<file path="src/rtl/exc_entry_pkg.sv">
package exc_entry_pkg;
  localparam int CODE_W   = 12;
  localparam int SR_BL    = 28;
  localparam int SR_RB    = 29;
  localparam int SR_MD    = 30;
  localparam int SR_FD    = 15;
  localparam int SR_IM_LO = 4;
  localparam int SR_IM_W  = 4;

  typedef logic [CODE_W-1:0] code_t;

  localparam code_t C_POWER    = 12'h000;
  localparam code_t C_MANUAL   = 12'h020;
  localparam code_t C_MULTI    = 12'h140;
  localparam code_t C_TLB_RD   = 12'h040;
  localparam code_t C_TLB_WR   = 12'h060;
  localparam code_t C_TRAP     = 12'h160;
  localparam code_t C_BLK_PASS = 12'h1E0;

  typedef enum logic [1:0] {EV_NONE, EV_EXC, EV_IRQ} ev_kind_e;

  function automatic logic is_reset_grp(code_t c);
    return (c == C_POWER) || (c == C_MANUAL) || (c == C_MULTI);
  endfunction

  function automatic logic is_tlb_miss(code_t c);
    return (c == C_TLB_RD) || (c == C_TLB_WR);
  endfunction
endpackage

</file>
<file path="src/rtl/exc_accept.sv">
module exc_accept
  import exc_entry_pkg::*;
(
  input  logic     exc_pend_i,
  input  code_t    exc_code_i,
  input  logic     irq_req_i,
  input  logic     irq_vec_valid_i,
  input  logic     blocked_i,
  input  logic     sleep_i,
  output ev_kind_e kind_o,
  output code_t    code_o
);
  always_comb begin
    kind_o = EV_NONE;
    code_o = exc_code_i;
    if (exc_pend_i) begin
      kind_o = EV_EXC;
      // blocked exceptions escalate to reset, except the pass-through code
      if (blocked_i && exc_code_i != C_BLK_PASS) code_o = C_POWER;
    end else if (irq_req_i && irq_vec_valid_i && (!blocked_i || sleep_i)) begin
      kind_o = EV_IRQ;
    end
  end
endmodule

</file>
<file path="src/rtl/exc_target.sv">
module exc_target
  import exc_entry_pkg::*;
#(
  parameter int                XLEN     = 32,
  parameter logic [XLEN-1:0]   RESET_PC = 32'hA000_0000,
  parameter logic [XLEN-1:0]   OFS_GEN  = 32'h100,
  parameter logic [XLEN-1:0]   OFS_TLB  = 32'h400,
  parameter logic [XLEN-1:0]   OFS_IRQ  = 32'h600
) (
  input  ev_kind_e          kind_i,
  input  code_t             code_i,
  input  logic [XLEN-1:0]   status_i,
  input  logic [XLEN-1:0]   pc_i,
  input  logic [XLEN-1:0]   vec_base_i,
  input  logic              dslot_i,
  output logic [XLEN-1:0]   status_o,
  output logic [XLEN-1:0]   ret_pc_o,
  output logic [XLEN-1:0]   pc_o
);
  localparam logic [XLEN-1:0] STEP = XLEN'(2);

  always_comb begin
    ret_pc_o = pc_i;
    if (dslot_i) ret_pc_o = ret_pc_o - STEP;
    if (kind_i == EV_EXC && code_i == C_TRAP) ret_pc_o = ret_pc_o + STEP;

    status_o        = status_i;
    status_o[SR_BL] = 1'b1;
    status_o[SR_MD] = 1'b1;
    status_o[SR_RB] = 1'b1;

    pc_o = vec_base_i + OFS_GEN;
    unique case (kind_i)
      EV_EXC: begin
        if (is_reset_grp(code_i)) begin
          status_o[SR_FD]               = 1'b0;
          status_o[SR_IM_LO +: SR_IM_W] = '1;
          pc_o                          = RESET_PC;
        end else if (is_tlb_miss(code_i)) begin
          pc_o = vec_base_i + OFS_TLB;
        end
      end
      EV_IRQ:  pc_o = vec_base_i + OFS_IRQ;
      default: ;
    endcase
  end
endmodule

</file>
<file path="src/rtl/exc_entry_seq.sv">
module exc_entry_seq
  import exc_entry_pkg::*;
#(
  parameter int                XLEN     = 32,
  parameter logic [XLEN-1:0]   RESET_PC = 32'hA000_0000,
  parameter logic [XLEN-1:0]   OFS_GEN  = 32'h100,
  parameter logic [XLEN-1:0]   OFS_TLB  = 32'h400,
  parameter logic [XLEN-1:0]   OFS_IRQ  = 32'h600
) (
  input  logic              clk_i,
  input  logic              rst_ni,
  input  logic [XLEN-1:0]   status_i,
  input  logic [XLEN-1:0]   pc_i,
  input  logic [XLEN-1:0]   sp_i,
  input  logic [XLEN-1:0]   vec_base_i,
  input  logic              dslot_i,
  input  logic              sleep_i,
  input  logic              exc_pend_i,
  input  logic [11:0]       exc_code_i,
  input  logic              irq_req_i,
  output logic [3:0]        irq_imask_o,
  input  logic              irq_vec_valid_i,
  input  logic [11:0]       irq_vec_i,
  output logic              taken_o,
  output logic              dslot_clr_o,
  output logic [XLEN-1:0]   status_o,
  output logic [XLEN-1:0]   save_status_o,
  output logic [XLEN-1:0]   save_pc_o,
  output logic [XLEN-1:0]   save_sp_o,
  output logic [XLEN-1:0]   pc_o,
  output logic [11:0]       exc_cause_o,
  output logic [11:0]       irq_cause_o
);
  ev_kind_e        kind;
  code_t           code_eff;
  logic [XLEN-1:0] status_n, ret_pc_n, pc_n;
  logic            take;

  assign irq_imask_o = status_i[SR_IM_LO +: SR_IM_W];

  exc_accept u_accept (
    .exc_pend_i      (exc_pend_i),
    .exc_code_i      (exc_code_i),
    .irq_req_i       (irq_req_i),
    .irq_vec_valid_i (irq_vec_valid_i),
    .blocked_i       (status_i[SR_BL]),
    .sleep_i         (sleep_i),
    .kind_o          (kind),
    .code_o          (code_eff)
  );

  exc_target #(
    .XLEN(XLEN), .RESET_PC(RESET_PC), .OFS_GEN(OFS_GEN),
    .OFS_TLB(OFS_TLB), .OFS_IRQ(OFS_IRQ)
  ) u_target (
    .kind_i     (kind),
    .code_i     (code_eff),
    .status_i   (status_i),
    .pc_i       (pc_i),
    .vec_base_i (vec_base_i),
    .dslot_i    (dslot_i),
    .status_o   (status_n),
    .ret_pc_o   (ret_pc_n),
    .pc_o       (pc_n)
  );

  assign take = (kind != EV_NONE);

  always_ff @(posedge clk_i or negedge rst_ni) begin
    if (!rst_ni) begin
      taken_o       <= 1'b0;
      dslot_clr_o   <= 1'b0;
      status_o      <= '0;
      save_status_o <= '0;
      save_pc_o     <= '0;
      save_sp_o     <= '0;
      pc_o          <= '0;
      exc_cause_o   <= '0;
      irq_cause_o   <= '0;
    end else begin
      taken_o     <= take;
      dslot_clr_o <= take && dslot_i;
      if (take) begin
        status_o      <= status_n;
        save_status_o <= status_i;
        save_pc_o     <= ret_pc_n;
        save_sp_o     <= sp_i;
        pc_o          <= pc_n;
        if (kind == EV_EXC) exc_cause_o <= code_eff;
        if (kind == EV_IRQ) irq_cause_o <= irq_vec_i;
      end
    end
  end

  a_r1_exc_first: assert property (@(posedge clk_i) disable iff (!rst_ni)
    exc_pend_i |=> taken_o && $stable(irq_cause_o));

  a_r3_blocked_irq: assert property (@(posedge clk_i) disable iff (!rst_ni)
    (status_i[SR_BL] && !exc_pend_i && !sleep_i) |=> !taken_o);

  a_r4_no_vector: assert property (@(posedge clk_i) disable iff (!rst_ni)
    (!exc_pend_i && !irq_vec_valid_i) |=> !taken_o);

  a_r5_save: assert property (@(posedge clk_i) disable iff (!rst_ni)
    taken_o |-> save_status_o == $past(status_i) && save_sp_o == $past(sp_i)
               && status_o[SR_BL] && status_o[SR_MD] && status_o[SR_RB]);

  a_r10_irq_pc: assert property (@(posedge clk_i) disable iff (!rst_ni)
    (taken_o && !$past(exc_pend_i)) |-> pc_o == $past(vec_base_i) + OFS_IRQ);

  a_r11_hold: assert property (@(posedge clk_i) disable iff (!rst_ni)
    !taken_o |-> $stable(pc_o) && $stable(status_o) && $stable(save_pc_o) && !dslot_clr_o);
endmodule

</file>
<file path="config.mk">
export PLATFORM = sky130hd
export DESIGN_NAME = exc_entry_seq
export DESIGN_NICKNAME = d
export VERILOG_FILES = /design/src/rtl/exc_entry_pkg.sv /design/src/rtl/exc_accept.sv /design/src/rtl/exc_target.sv /design/src/rtl/exc_entry_seq.sv
export SDC_FILE = /design/constraint.sdc
export NUM_CORES = 1
export LEC_CHECK = 0
export BUFFER_PORTS_ARGS = -buffer_cell sky130_fd_sc_hd__buf_2
export CAP_MARGIN = 0
export CORE_MARGIN = 2
export CORE_UTILIZATION = 47
export CTS_BUF_LIST = sky130_fd_sc_hd__clkbuf_8
export CTS_CLUSTER_DIAMETER = 80
export CTS_CLUSTER_SIZE = 25
export DETAILED_ROUTE_END_ITERATION = 7
export PLACE_DENSITY = 0.82
export RECOVER_POWER = 50
export SLEW_MARGIN = 20
export SYNTH_ARGS = -nofsm -noshare
export SYNTH_HDL_FRONTEND = slang
export SYNTH_SLANG_ARGS = --single-unit
</file>
<file path="constraint.sdc">
create_clock -name clk_i -period 2.05 [get_ports clk_i]
set_clock_uncertainty 0.1 [all_clocks]
set_input_delay 0.1025 -clock clk_i [delete_from_list [all_inputs] [get_ports clk_i]]
set_output_delay 0.1025 -clock clk_i [all_outputs]
set_load 0.02 [all_outputs]
</file>
==> impl_results.md <==
- DRT Wirelength: 34,350 um
- Number of H-tree levels: 4
- Max Cap Violations: 0
- Crit Path Category: input port to flip-flop
- Predominant post-synthesis flop cell: dfrtp_1
- Status: finished with violations
- Synth-to-Final Area Change: 55.76%
- Seq cells post-synth: 160
- HP Start: vec_base_i[19]
- FMAX: 0.3848 GHz
- Setup ws final: -0.5490 ns
- RSZ-0062 raised after global routing: true
- Minimum clock period: 2.599 ns
- Die Wd: 142.0 um
- Post-Syn Area: 8949 um2
- Core area: 18,710 um2
- GP Congestion: 0.9426
- Initial DRC Count: 781
- Cell count after synthesis: 1,080
- Peak VDD IR: 0.0004700 V
- Sequential area share after synthesis: 0.4474
- Slew @ Worst Pin: 1.196 ns
- Setup_tns: -8.539 ns
- CP Max Fanout: 5
- EDFF count, synth: 0
- Worst skew pair latency: 0.44 ns
- GRT Overall Usage: 0.3227
- Setup violations, final: 30
- PwrDens: 626.1 nW/um2
- Die Ht: 142.0 um
- Share of layout cells above drive strength 1: 0.3388
- Share of synthesized flip-flops with an asynchronous set or reset: 1.000
- Number of cell rows: 50
- Nets: 1,806
- Critical Path Source: pc_i[10]
- Failing checks: setup timing
- Initial Util: 0.4784
- Clk buf depth: 2
- Pre-antenna DRT Iters: 6
- Worst r2r src: pc_o[29]
- Startpoint Class: input port
- Worst EP required: 2.32 ns
- Hold Crit Class: input port to flip-flop
- Period utilisation layout: 1.268
- Layout Utilization: 0.7452
- Syn_area_per_cell: 8.286 um2
- Port Buffers: 348
- Vias in the first global route: 10,130
- Hold path depth: 3
- CP Data Arrival Time: 2.86 ns
- I/O pins: 349
- Clk pin slew, worst setup/hold paths: 0.10 ns
- Yosys Warn Count: 0
- Syn_nets: 1,246
- CTS Buf Count: 17
- Final hold vios: 0
- Relative slew slack: 0.2024
- Die footprint: 20,160 um2
- CP Capture Type: flip-flop
- Power after layout: 8727 uW
- CTS Sinks: 160
- Post-synthesis cell type count: 68
- First-pass GRT wire length: 51,630 um
- DRT antenna net count: 0
- R2R cell count: 3
- Root buffer cell: clkbuf_8
- Largest net degree at the start of global routing: 75
- DP HPWL: 21,950 um
- Leak: 0.006657 uW
- DR DRC count: 0
- CTS tree: yes
- Via density: 5.460
- Total gr overflow: 0
- Initial antenna violation count: 1
- WL/cell: 18.19 um
- Pre-CTS WS: -0.9971 ns
- Vias: 10,310
- Slew Limit Fails: 0
-- metrics by stage --
stage / hold WS [ns] / instance area [um2] / cells
after floorplan: -0.2931 / 9276 / 1080
after global placement: -0.03410 / 11880 / 1713
after detailed placement: -0.03537 / 11880 / 1713
after CTS: 0.0007968 / 13640 / 1871
after global routing: 0.04546 / 13940 / 1888
final: 0.05542 / 13940 / 1889
-- cells in the mapped netlist, types with 8 or more instances --
| master | number | share of area |
|---|---|---|
| xnor2_1 | 50 | 0.049 |
| xor2_1 | 30 | 0.029 |
| nor4_1 | 20 | 0.014 |
| clkbuf_1 | 52 | 0.022 |
| or3_1 | 9 | 0.0063 |
| buf_4 | 32 | 0.027 |
| nor2_1 | 76 | 0.032 |
| and3_1 | 9 | 0.0063 |
| nand2_1 | 307 | 0.13 |
| nand2b_1 | 8 | 0.0056 |
| nor3_1 | 28 | 0.016 |
| nand3_1 | 33 | 0.018 |
| o21ai_0 | 49 | 0.027 |
| o22ai_1 | 21 | 0.015 |
| inv_1 | 25 | 0.010 |
| nand4_1 | 13 | 0.0091 |
| dfrtp_1 | 160 | 0.45 |
| a21oi_1 | 40 | 0.022 |
-- critical path: stages --
cell	delay, ns
buf_6	0.09
or4_4	0.54
or4_4	0.57
or4_4	0.55
a2111oi_4	0.38
buf_6	0.18
nand2_4	0.06
o21a_1	0.19
o31ai_2	0.20
-- kinds of logic (layout without fill, tap and decap cells) --
| kind of cell | after synthesis | in the layout | share of synthesized area |
|---|---|---|---|
| AND/OR/NAND/NOR | 543 | 543 | 0.2732 |
| multiplexers | 9 | 9 | 0.01035 |
| flip-flops | 160 | 160 | 0.4474 |
| AO/OA/AOI/OAI | 164 | 164 | 0.1138 |
| other | 0 | 2 | 0 |
| buffers and inverters | 117 | 690 | 0.06711 |
| adder cells (fa/ha/maj) | 7 | 7 | 0.009787 |
| XOR/XNOR | 80 | 80 | 0.07830 |
-- path summary, 6_finish.rpt --
| check | end | slack, ns |
|---|---|---|
| worst max-delay path | save_pc_o[26] | -0.55 |
| worst min-delay path | pc_o[19] | 0.06 |
| worst max register to register | pc_o[29] | 1.08 |
| worst min register to register | save_sp_o[29] | 0.37 |
| max in group asynchronous | save_pc_o[29] | 0.37 |
| min in group asynchronous | exc_cause_o[9] | 0.33 |
-- layout by cell type, fill, tap and decap left out, types with 7 or more instances in the layout --
| cell | n |
|---|---|
| o22ai_1 | 21 |
| xnor2_1 | 45 |
| dlygate4sd3_1 | 122 |
| buf_6 | 20 |
| nor2_1 | 68 |
| nor4_1 | 12 |
| xor2_1 | 30 |
| nor4_2 | 8 |
| buf_2 | 272 |
| nand2_1 | 305 |
| nand4_1 | 13 |
| nand3_1 | 28 |
| clkbuf_1 | 69 |
| buf_4 | 142 |
| dfrtp_1 | 160 |
| inv_1 | 23 |
| a21oi_1 | 38 |
| o21ai_0 | 42 |
| o21ai_1 | 11 |
| clkbuf_8 | 19 |
| mux2i_1 | 7 |
| nor3_1 | 18 |
| or3_1 | 7 |
| buf_12 | 7 |
-- timing repair --
item                                    CTS  global route
endpoints found under the setup margin   26            41
cloned                                    1             0
hold buffers                            122             0
setup buffers                             5            18
hold endpoints to repair                282             0
pin swaps                                22            41
resized for setup                        21            59
-- sequential cells by signal, indices dropped and copies added (netlist names) --
| signal | flops |
|---|---|
| save_status_o | 8 |
| dslot_clr_o | 1 |
| irq_cause_o | 12 |
| pc_o | 32 |
| taken_o | 1 |
| exc_cause_o | 12 |
| status_o | 30 |
| save_sp_o | 32 |
| save_pc_o | 32 |
-- routing by layer --
metal / part of all wire / track usage / vias to the layer above
li1: - / - / 4730
met2: 0.50 / 0.5820 / 578
met5: 0 / 0 / -
met3: 0.072 / 0.06696 / 140
met4: 0.054 / 0.1568 / 0
met1: 0.37 / 0.3628 / 4866
-- power breakdown --
part	switching [uW]	internal, uW	leakage (uW)
logic	1560	964	0.00451
registers	219	3490	0.00194
clock network	1310	1180	0.000207
total	3090	5640	0.00666
-- layout make-up --
| cell class | instances | area (um2) |
|---|---|---|
| Antenna cell | 2 | 5.005 |
| Clock buffer | 19 | 261.5 |
| Clock inverter | 13 | 151.4 |
| Fill cell | 1251 | 4767 |
| Inverter | 25 | 97.59 |
| Multi-Input combinational cell | 803 | 4848 |
| Sequential cell | 160 | 4004 |
| Tap cell | 234 | 292.8 |
| Timing Repair Buffer | 633 | 4278 |
Power figures use the tool's default switching activity.
